### config.mk
export PLATFORM = sky130hd
export DESIGN_NAME = scif_ctrl
export DESIGN_NICKNAME = d
export VERILOG_FILES = /design/src/rtl/scif_pkg.sv /design/src/rtl/scif_rx.sv /design/src/rtl/scif_tx.sv /design/src/rtl/scif_regfile.sv /design/src/rtl/scif_ctrl.sv
export SDC_FILE = /design/constraint.sdc
export NUM_CORES = 1
export LEC_CHECK = 0
export BUFFER_PORTS_ARGS = -buffer_cell sky130_fd_sc_hd__buf_2
export CAP_MARGIN = 25
export CORE_ASPECT_RATIO = 0.75
export CORE_MARGIN = 2
export CORE_UTILIZATION = 35
export DETAILED_ROUTE_END_ITERATION = 8
export MAX_ROUTING_LAYER = met4
export SYNTH_ARGS = -nofsm -noshare
export SYNTH_HDL_FRONTEND = slang
export SYNTH_SLANG_ARGS = --single-unit
export TNS_END_PERCENT = 1
### constraint.sdc
create_clock -name clk_i -period 5.1 [get_ports clk_i]
set_input_delay 0.51 -clock clk_i [delete_from_list [all_inputs] [get_ports clk_i]]
set_output_delay 0.51 -clock clk_i [all_outputs]
set_load 0.1 [all_outputs]
### src/rtl/scif_pkg.sv
package scif_pkg;
  localparam int ADDR_W = 3;
  localparam int RXG_W  = 5;
  localparam int RXA_W  = 2;
  localparam int TXA_W  = 4;

  localparam logic [ADDR_W-1:0] A_RXG  = 3'd0;
  localparam logic [ADDR_W-1:0] A_TXA  = 3'd1;
  localparam logic [ADDR_W-1:0] A_CFG  = 3'd2;
  localparam logic [ADDR_W-1:0] A_DAC  = 3'd3;
  localparam logic [ADDR_W-1:0] A_TST0 = 3'd4;
  localparam logic [ADDR_W-1:0] A_TST1 = 3'd5;
  localparam logic [ADDR_W-1:0] A_THR  = 3'd6;
  localparam logic [ADDR_W-1:0] A_STAT = 3'd7;

  typedef enum logic [1:0] {ST_IDLE, ST_SHIFT, ST_STOP} rx_state_e;
endpackage

### src/rtl/scif_rx.sv
module scif_rx
  import scif_pkg::*;
#(
  parameter int DATA_W = 12
) (
  input  logic              clk_i,
  input  logic              rst_ni,
  input  logic              suspend_i,
  input  logic              word_en_i,
  input  logic              ser_i,
  input  logic              rd_nwr_i,
  output logic              commit_o,
  output logic              rd_o,
  output logic [ADDR_W-1:0] addr_o,
  output logic [DATA_W-1:0] data_o
);
  localparam int BODY_W = DATA_W + ADDR_W;
  localparam int CNT_W  = $clog2(BODY_W + 1);

  rx_state_e         state_q;
  logic [CNT_W-1:0]  cnt_q;
  logic [BODY_W-1:0] sh_q;
  logic              rw_q;

  always_ff @(posedge clk_i or negedge rst_ni) begin
    if (!rst_ni) begin
      state_q <= ST_IDLE;
      cnt_q   <= '0;
      sh_q    <= '0;
      rw_q    <= 1'b0;
    end else if (suspend_i) begin
      state_q <= ST_IDLE;
    end else if (word_en_i) begin
      case (state_q)
        ST_IDLE: if (!ser_i) begin
          state_q <= ST_SHIFT;
          cnt_q   <= CNT_W'(BODY_W);
          rw_q    <= rd_nwr_i;
        end
        ST_SHIFT: begin
          sh_q  <= {sh_q[BODY_W-2:0], ser_i};
          cnt_q <= cnt_q - 1'b1;
          if (cnt_q == CNT_W'(1)) state_q <= ST_STOP;
        end
        default: state_q <= ST_IDLE;  // stop sample, valid or not
      endcase
    end
  end

  assign commit_o = (state_q == ST_STOP) && word_en_i && ser_i && !suspend_i;
  assign rd_o     = rw_q;
  assign addr_o   = sh_q[ADDR_W-1:0];
  assign data_o   = sh_q[BODY_W-1:ADDR_W];


  idle_hold_chk: assert property (@(posedge clk_i) disable iff (!rst_ni)
    (state_q == ST_IDLE && word_en_i && ser_i) |=> state_q == ST_IDLE);

  shift_cnt_chk: assert property (@(posedge clk_i) disable iff (!rst_ni)
    (state_q == ST_SHIFT) |-> (cnt_q != '0 && cnt_q <= CNT_W'(BODY_W)));
endmodule

### src/rtl/scif_tx.sv
module scif_tx #(
  parameter int DATA_W = 12
) (
  input  logic              clk_i,
  input  logic              rst_ni,
  input  logic              word_en_i,
  input  logic              load_i,
  input  logic [DATA_W-1:0] data_i,
  output logic              ser_o
);
  localparam int SH_W  = DATA_W + 1;
  localparam int CNT_W = $clog2(SH_W + 1);

  logic [SH_W-1:0]  sh_q;
  logic [CNT_W-1:0] cnt_q;

  always_ff @(posedge clk_i or negedge rst_ni) begin
    if (!rst_ni) begin
      sh_q  <= '0;
      cnt_q <= '0;
    end else if (load_i) begin
      sh_q  <= {1'b0, data_i};
      cnt_q <= CNT_W'(SH_W);
    end else if (word_en_i && cnt_q != '0) begin
      sh_q  <= {sh_q[SH_W-2:0], 1'b0};
      cnt_q <= cnt_q - 1'b1;
    end
  end

  assign ser_o = (cnt_q != '0) ? sh_q[SH_W-1] : 1'b1;


  quiet_chk: assert property (@(posedge clk_i) disable iff (!rst_ni)
    (!word_en_i && !load_i) |=> $stable(ser_o));

  start_bit_chk: assert property (@(posedge clk_i) disable iff (!rst_ni)
    load_i |=> !ser_o);
endmodule

### src/rtl/scif_regfile.sv
module scif_regfile
  import scif_pkg::*;
#(
  parameter int DATA_W = 12,
  parameter int DAC_W  = 8,
  parameter int STAT_W = 4
) (
  input  logic              clk_i,
  input  logic              rst_ni,
  input  logic              we_i,
  input  logic [ADDR_W-1:0] addr_i,
  input  logic [DATA_W-1:0] data_i,
  input  logic [STAT_W-1:0] status_set_i,
  output logic [DATA_W-1:0] rdata_o,
  output logic [RXG_W-1:0]  rx_gain_o,
  output logic [RXA_W-1:0]  rx_atten_o,
  output logic [TXA_W-1:0]  tx_atten_o,
  output logic [DATA_W-1:0] cfg_o,
  output logic [DAC_W-1:0]  osc_dac_o,
  output logic [DATA_W-1:0] tone_thr_o,
  output logic [STAT_W-1:0] status_o
);
  logic [RXG_W-1:0]  rxg_q;
  logic [RXA_W-1:0]  rxa_q;
  logic [TXA_W-1:0]  txa_q;
  logic [DATA_W-1:0] cfg_q, tst0_q, tst1_q, thr_q;
  logic [DAC_W-1:0]  dac_q;
  logic [STAT_W-1:0] stat_q, stat_d;
  logic              stat_we;

  always_ff @(posedge clk_i or negedge rst_ni) begin
    if (!rst_ni) begin
      rxg_q  <= '0;
      rxa_q  <= '0;
      txa_q  <= '0;
      cfg_q  <= '0;
      dac_q  <= '0;
      tst0_q <= '0;
      tst1_q <= '0;
      thr_q  <= '0;
    end else if (we_i) begin
      case (addr_i)
        A_RXG: begin
          rxg_q <= data_i[RXG_W-1:0];
          rxa_q <= data_i[RXG_W+:RXA_W];
        end
        A_TXA:  txa_q  <= data_i[TXA_W-1:0];
        A_CFG:  cfg_q  <= data_i;
        A_DAC:  dac_q  <= data_i[DAC_W-1:0];
        A_TST0: tst0_q <= data_i;
        A_TST1: tst1_q <= data_i;
        A_THR:  thr_q  <= data_i;
        default: ;
      endcase
    end
  end

  assign stat_we = we_i && (addr_i == A_STAT);

  // set wins over a zero written in the same cycle
  for (genvar i = 0; i < STAT_W; i++) begin : g_stat
    assign stat_d[i] = status_set_i[i] | (stat_q[i] & ~(stat_we & ~data_i[i]));
  end

  always_ff @(posedge clk_i or negedge rst_ni) begin
    if (!rst_ni) stat_q <= '0;
    else         stat_q <= stat_d;
  end

  always_comb begin
    rdata_o = '0;
    case (addr_i)
      A_RXG:  rdata_o[RXG_W+RXA_W-1:0] = {rxa_q, rxg_q};
      A_TXA:  rdata_o[TXA_W-1:0]       = txa_q;
      A_CFG:  rdata_o                  = cfg_q;
      A_DAC:  rdata_o[DAC_W-1:0]       = dac_q;
      A_TST0: rdata_o                  = tst0_q;
      A_TST1: rdata_o                  = tst1_q;
      A_THR:  rdata_o                  = thr_q;
      default: rdata_o[STAT_W-1:0]     = stat_q;
    endcase
  end

  assign rx_gain_o  = rxg_q;
  assign rx_atten_o = rxa_q;
  assign tx_atten_o = txa_q;
  assign cfg_o      = cfg_q;
  assign osc_dac_o  = dac_q;
  assign tone_thr_o = thr_q;
  assign status_o   = stat_q;


  stat_rise_chk: assert property (@(posedge clk_i) disable iff (!rst_ni)
    ((stat_q & ~$past(stat_q)) & ~$past(status_set_i)) == '0);
endmodule

### src/rtl/scif_ctrl.sv
module scif_ctrl
  import scif_pkg::*;
#(
  parameter int DATA_W = 12,
  parameter int DAC_W  = 8,
  parameter int STAT_W = 4
) (
  input  logic              clk_i,
  input  logic              rst_ni,
  input  logic              suspend_i,
  input  logic              word_en_i,
  input  logic              ser_i,
  input  logic              rd_nwr_i,
  input  logic [STAT_W-1:0] status_set_i,
  output logic              ser_o,
  output logic [RXG_W-1:0]  rx_gain_o,
  output logic [RXA_W-1:0]  rx_atten_o,
  output logic [TXA_W-1:0]  tx_atten_o,
  output logic [DATA_W-1:0] cfg_o,
  output logic [DAC_W-1:0]  osc_dac_o,
  output logic [DATA_W-1:0] tone_thr_o,
  output logic [STAT_W-1:0] status_o
);
  logic              commit, rd;
  logic [ADDR_W-1:0] addr;
  logic [DATA_W-1:0] wdata, rdata;

  scif_rx #(.DATA_W(DATA_W)) u_rx (
    .clk_i, .rst_ni, .suspend_i, .word_en_i, .ser_i, .rd_nwr_i,
    .commit_o(commit), .rd_o(rd), .addr_o(addr), .data_o(wdata)
  );

  scif_regfile #(.DATA_W(DATA_W), .DAC_W(DAC_W), .STAT_W(STAT_W)) u_regs (
    .clk_i, .rst_ni,
    .we_i(commit && !rd), .addr_i(addr), .data_i(wdata),
    .status_set_i, .rdata_o(rdata),
    .rx_gain_o, .rx_atten_o, .tx_atten_o, .cfg_o, .osc_dac_o,
    .tone_thr_o, .status_o
  );

  scif_tx #(.DATA_W(DATA_W)) u_tx (
    .clk_i, .rst_ni, .word_en_i,
    .load_i(commit && rd), .data_i(rdata), .ser_o
  );


  dac_hold_chk: assert property (@(posedge clk_i) disable iff (!rst_ni)
    (commit && !rd && addr != A_DAC) |=> $stable(osc_dac_o));

  suspend_hold_chk: assert property (@(posedge clk_i) disable iff (!rst_ni)
    suspend_i |=> $stable({rx_gain_o, rx_atten_o, tx_atten_o, cfg_o, osc_dac_o, tone_thr_o}));
endmodule

Word level (Yosys, flattened, before mapping) --
Cells that the tools add are included.
Storage, ports and cells: bits in registers 110, latch bits 0, RAM bits 0, bits in read-only memories 0, bits of input ports 10, logic and storage cells 94, memories kept 0
Cells by class: $add $sub $neg 2, multiply operators 0, div/mod/pow operators 0, order comparisons 0, equal/unequal tests 13, shifts and indexed selects 0, multiplexer cells 16, bitwise logic cells 22, reductions and logical operators 26
Operators by type and width (count):
- $pmux 4 s7 | 1
- $mux 13 | 2
- $pmux 3 s6 | 1
- $pmux 4 s4 | 1
- $reduce_and 2->1 | 7
- $eq 3x3->1 const B | 4
- $mux 4 | 3
- $not 1->1 | 10
- $and 1x1->1 | 8
- $mux 2 | 4
- $pmux 4 s2 | 1
- $reduce_and 4->1 | 2
- $sub 4x1->4 const B | 2
- $logic_and 1x1->1 | 7
- $eq 3x2->1 const B | 2
- $reduce_and 3->1 | 2
- $reduce_bool 2->1 | 3
- $pmux 1 s5 | 1
- $eq 4x1->1 const B | 1
- $or 1x1->1 | 4
- $pmux 2 s2 | 1
- $reduce_bool 4->1 | 1
- $eq 3x1->1 const B | 1
- $logic_not 3->1 | 1
- 8 further kinds | 9

Depth between registers and ports, before layout --
depth after elaboration 10, mapped depth 8

By module --
From an unflattened synthesis, not the netlist that was laid out.
Unflattened totals: cell total of the unflattened synthesis 414, area total of the unflattened synthesis 5213.8 um2
By module, submodules not included:
- scif_regfile | instances 1, cells each 247, area an instance 3308.2 um2
- scif_rx | instances 1, cells each 72, area an instance 1009.7 um2
- scif_tx | instances 1, cells each 93, area an instance 879.6 um2
- scif_ctrl | instances 1, cells each 2, area an instance 16.3 um2

Least setup slack after synthesis --
Ideal clock, no wire load.
path type register to output, from register u_tx.cnt_q[0], to output port ser_o, arrival time 1.889 ns, setup slack 2.701 ns, cell stages (with the launch flop) 6, buffers on the path 1, cells stage by stage dfrtp_1 -> inv_1 -> ha_1 -> or3b_2 -> clkbuf_1 -> nand2b_1
Between the ends: cells in the longest elaborated chain, start to end 2
Ends and longest elaborated chain:
- from (decl) | RTL line scif_tx.sv:15 | logic [CNT_W-1:0] cnt_q;
- from (signal assigned) | RTL line scif_tx.sv:23 | cnt_q <= CNT_W'(SH_W);
- from (signal assigned) | RTL line scif_tx.sv:26 | cnt_q <= cnt_q - 1'b1;
- $reduce_bool 4->1 | RTL line scif_tx.sv:30 | assign ser_o = (cnt_q != '0) ? sh_q[SH_W-1] : 1'b1;
- $mux 1 | RTL line scif_tx.sv:30
- to (decl) | RTL line scif_ctrl.sv:15 | output logic ser_o,
Every way passes these cells.

Worst setup path in the final report --
from register u_rx.state_q[0], to register u_regs.tst1_q[11]
Between the ends: cells in the longest elaborated chain, start to end 6
Ends and longest elaborated chain:
- from (decl) | RTL line scif_rx.sv:20 | rx_state_e state_q;
- from (signal assigned) | RTL line scif_rx.sv:27 | state_q <= ST_IDLE;
- from (signal assigned) | RTL line scif_rx.sv:32 | state_q <= ST_IDLE;
- from (signal assigned) | RTL line scif_rx.sv:36 | state_q <= ST_SHIFT;
- $eq 2x2->1 | RTL line scif_rx.sv:50 | assign commit_o = (state_q == ST_STOP) && word_en_i && ser_i && !suspend_i;
- $logic_and 1x1->1 (3 in series) | RTL line scif_rx.sv:50
- $logic_and 1x1->1 | RTL line scif_ctrl.sv:35 | .we_i(commit && !rd), .addr_i(addr), .data_i(wdata),
- $reduce_and 2->1 (no source line)
- to (signal assigned) | RTL line scif_regfile.sv:51 | A_TST1: tst1_q <= data_i;
- to (decl) | RTL line scif_regfile.sv:26 | logic [DATA_W-1:0] cfg_q, tst0_q, tst1_q, thr_q;
Every way passes these cells. A chain may end at the register's enable or synchronous reset.

==> results.md <==
* Outcome: finished clean
* Die width at 144 um
* Share of layout cells above drive strength 1 at 0.393
* Fin area at 5850 um^2
* Clk Latency, worst-skew pair at 0.36 ns
* Final TNS setup at 0 ns
* Area post-placement at 5580 um^2
* Cell with the most instances after synthesis: dfrtp_1
* Setup crit end kind: flop
* Largest area contributor in the netlist: dfrtp_1
* Router iterations before antenna repair at 5
* Number of enable flip-flop cells after synthesis at 0
* Sequential area share after synthesis at 0.538
* Ports at 58
* Clk_skew at 0.00880 ns
* Resized cells post-CTS at 0
* Clk root buf: clkbuf_16
* FF-to-FF End: u_regs.tst1_q[11]
* Post-DRT Antenna Nets at 0
* Ratio of final minimum period to clock period at 0.532
* RSZ-0062 raised after global routing: no
* CP Max Fanout at 12
* Initial antenna violation count at 0
* Clock Sinks at 110
* Register area at 2750 um^2
* Routed vias at 3,362
* PortBufs at 57
* Rows at 38
* Die area at 15,600 um^2
* Actual slew at the worst max-slew pin at 0.958 ns
* Crit path cell chain: nor3b_2 -> nand4b_1 -> nor3_2 -> mux2_2
* Power per cell area at 359 nW/um^2
* Nets@finish at 461
* Worst setup SP type: flop
* Syn-to-layout area delta at 14.5%
* R2R cell count at 4
* Kind of critical path: reg -> reg
* Max Fclk at 368 MHz
* Worst VDD drop at 0.000158 V
* Total power at 2.10 mW
* First DRT Iteration DRCs at 187
* Max stage delay on crit path at 0.96 ns
* CTS H-Tree Depth at 3
* Distinct cell type count after synthesis at 54
* Synthesized area at 5110 um^2
* Num CTS Buffers at 9
* First-pass GRT wire length at 19,200 um
* Post-synth top cells: dfrtp_1 (110), mux2_2 (82), mux2i_1 (25)
* CTS tree: done
* Tmin final at 2.72 ns
* Slew HR at 0.358
* Min-Delay Path Class: in -> async
* WHS at 0.275 ns
* Synthesis Warnings at 0
* Synth Instances at 401
* #FFs+latches synth at 110
* Setup Viol. Count Final at 0
* Wire per inst at 18.5 um
* Antenna diodes at 0
* DP Cell Count at 637
* CP top delay family: simple AND/OR/NAND/NOR gates
* Remaining DRCs at 0
* Placed wire-length estimate at 8260 um
* Max Slew Vio Count at 0
* Gr ovfl total at 0
* Crit path buf inv count at 0
* Post-DR vias/cell at 5.15
* Reg2reg start: u_rx.state_q[0]
* Final wirelength at 12,100 um
* Pin count of the biggest net entering global routing at 74
* Hold buffers post-CTS at 0
* Core Box Area at 14,400 um^2
* Crit path DAT at 2.96 ns
* Initial core utilization at 0.356
* Mapped Nets at 414
* CP max-delay cell: nor3_2
* Vias in the first global route at 3,338
* Fin cells at 653
* Top cells by area, synth: dfrtp_1 (54%), mux2_2 (18%), mux2i_1 (4.9%)
* Mean post-synth cell area at 12.8 um^2
* Lkg Pwr at 2.86 nW
* Total GRT Usage at 0.170
* Asr flop ratio synth at 1.00
* Ys flop type: dfrtp_1
* Placer Congestion at 0.785
* Critical path required time at 5.35 ns
* Multi-input gate area at 2210 um^2
* Postcts setup bufs at 0
* Slack of the worst reg-to-reg path at 2.38 ns
* Buffer depth of the longest clock path at 2
* Final Hold Vio Count at 0
* Die Ht at 109 um
* # fillers at 1,402
* Clk slew on worst S/H paths at 0.07 ns
* Max Cap Viol at 0
* Synth top area share at 0.538
[registers in the layout, indices dropped and copies added, names as in the netlist, 5 cells and up]
register           cells
u_regs.cfg_o          12
u_regs.tone_thr_o     12
u_regs.osc_dac_o       8
u_regs.tst0_q         12
u_regs.tst1_q         12
u_regs.rx_gain_o       5
u_rx.sh_q             15
u_tx.sh_q             13
[metal layers]
layer  up-vias  routed length, um  GRT usage
met5         -                  0          -
met4         0                114     0.0476
met3        10                586     0.0391
met2        80               5220      0.230
met1      1720               6170      0.255
li1       1552                  -          -
[worst max path at each step]
| stage | cells after the start | start | endpoint |
|---|---|---|---|
| 6_report | 4 | u_rx.state_q[0] | u_regs.tst1_q[11] |
| 5_1_grt | 4 | u_rx.state_q[0] | u_regs.tst1_q[11] |
| 4_1_cts | 4 | u_rx.state_q[0] | u_regs.tst1_q[11] |
| 3_5_place_dp | 5 | word_en_i | u_regs.tst1_q[3] |
| 3_3_place_gp | 5 | word_en_i | u_regs.tone_thr_o[10] |
| 2_1_floorplan | 5 | u_tx.cnt_q[0] | ser_o |
[kinds of logic after synthesis]
family	Yosys count	share of synthesized area
mux	114	0.250
flops	110	0.538
simple gates	71	0.0834
compound gates	63	0.0825
buf+inv	36	0.0316
xor+xnor	4	0.00685
fa+ha+maj	3	0.00734
[metrics by stage]
stage               utilization  setup slack [ns]
CTS                       0.408              2.36
finish                    0.408              2.38
global route              0.408              2.15
global placement          0.388              1.98
detailed placement        0.389              2.07
floorplan                     -              2.70
[placed cells by master, fill, tap and decap left out, types with 6 or more instances in the layout]
cell type	Yosys	layout
nand2_1	15	15
o21ai_0	12	12
dfrtp_1	110	110
mux2_4	7	7
inv_1	8	8
nand2b_1	13	13
o22ai_1	9	9
buf_4	2	6
nand3_1	8	8
mux2_2	82	82
clkbuf_16	0	9
buf_2	9	56
mux2i_1	25	25
a21oi_1	12	12
[report_power, final]
part           internal [mW]  switching (mW)
Clock                  0.336           0.320
Sequential             0.928           0.124
Combinational          0.145           0.247
Total                   1.41           0.691
[area by class of cell]
cell class	instances	area share
Inverter	9	0.00577
Clock buffer	10	0.0391
Timing Repair Buffer	63	0.0575
Clock inverter	6	0.00770
Multi-Input combinational cell	255	0.377
Tap cell	200	0.0428
Sequential cell	110	0.470
[worst register-to-register path, delay by kind of cell (launching register included)]
kind          cells  cell delay, ns
flops             1            0.43
mux               1            0.42
simple gates      3            1.77
(Power assumes the default switching activity.)
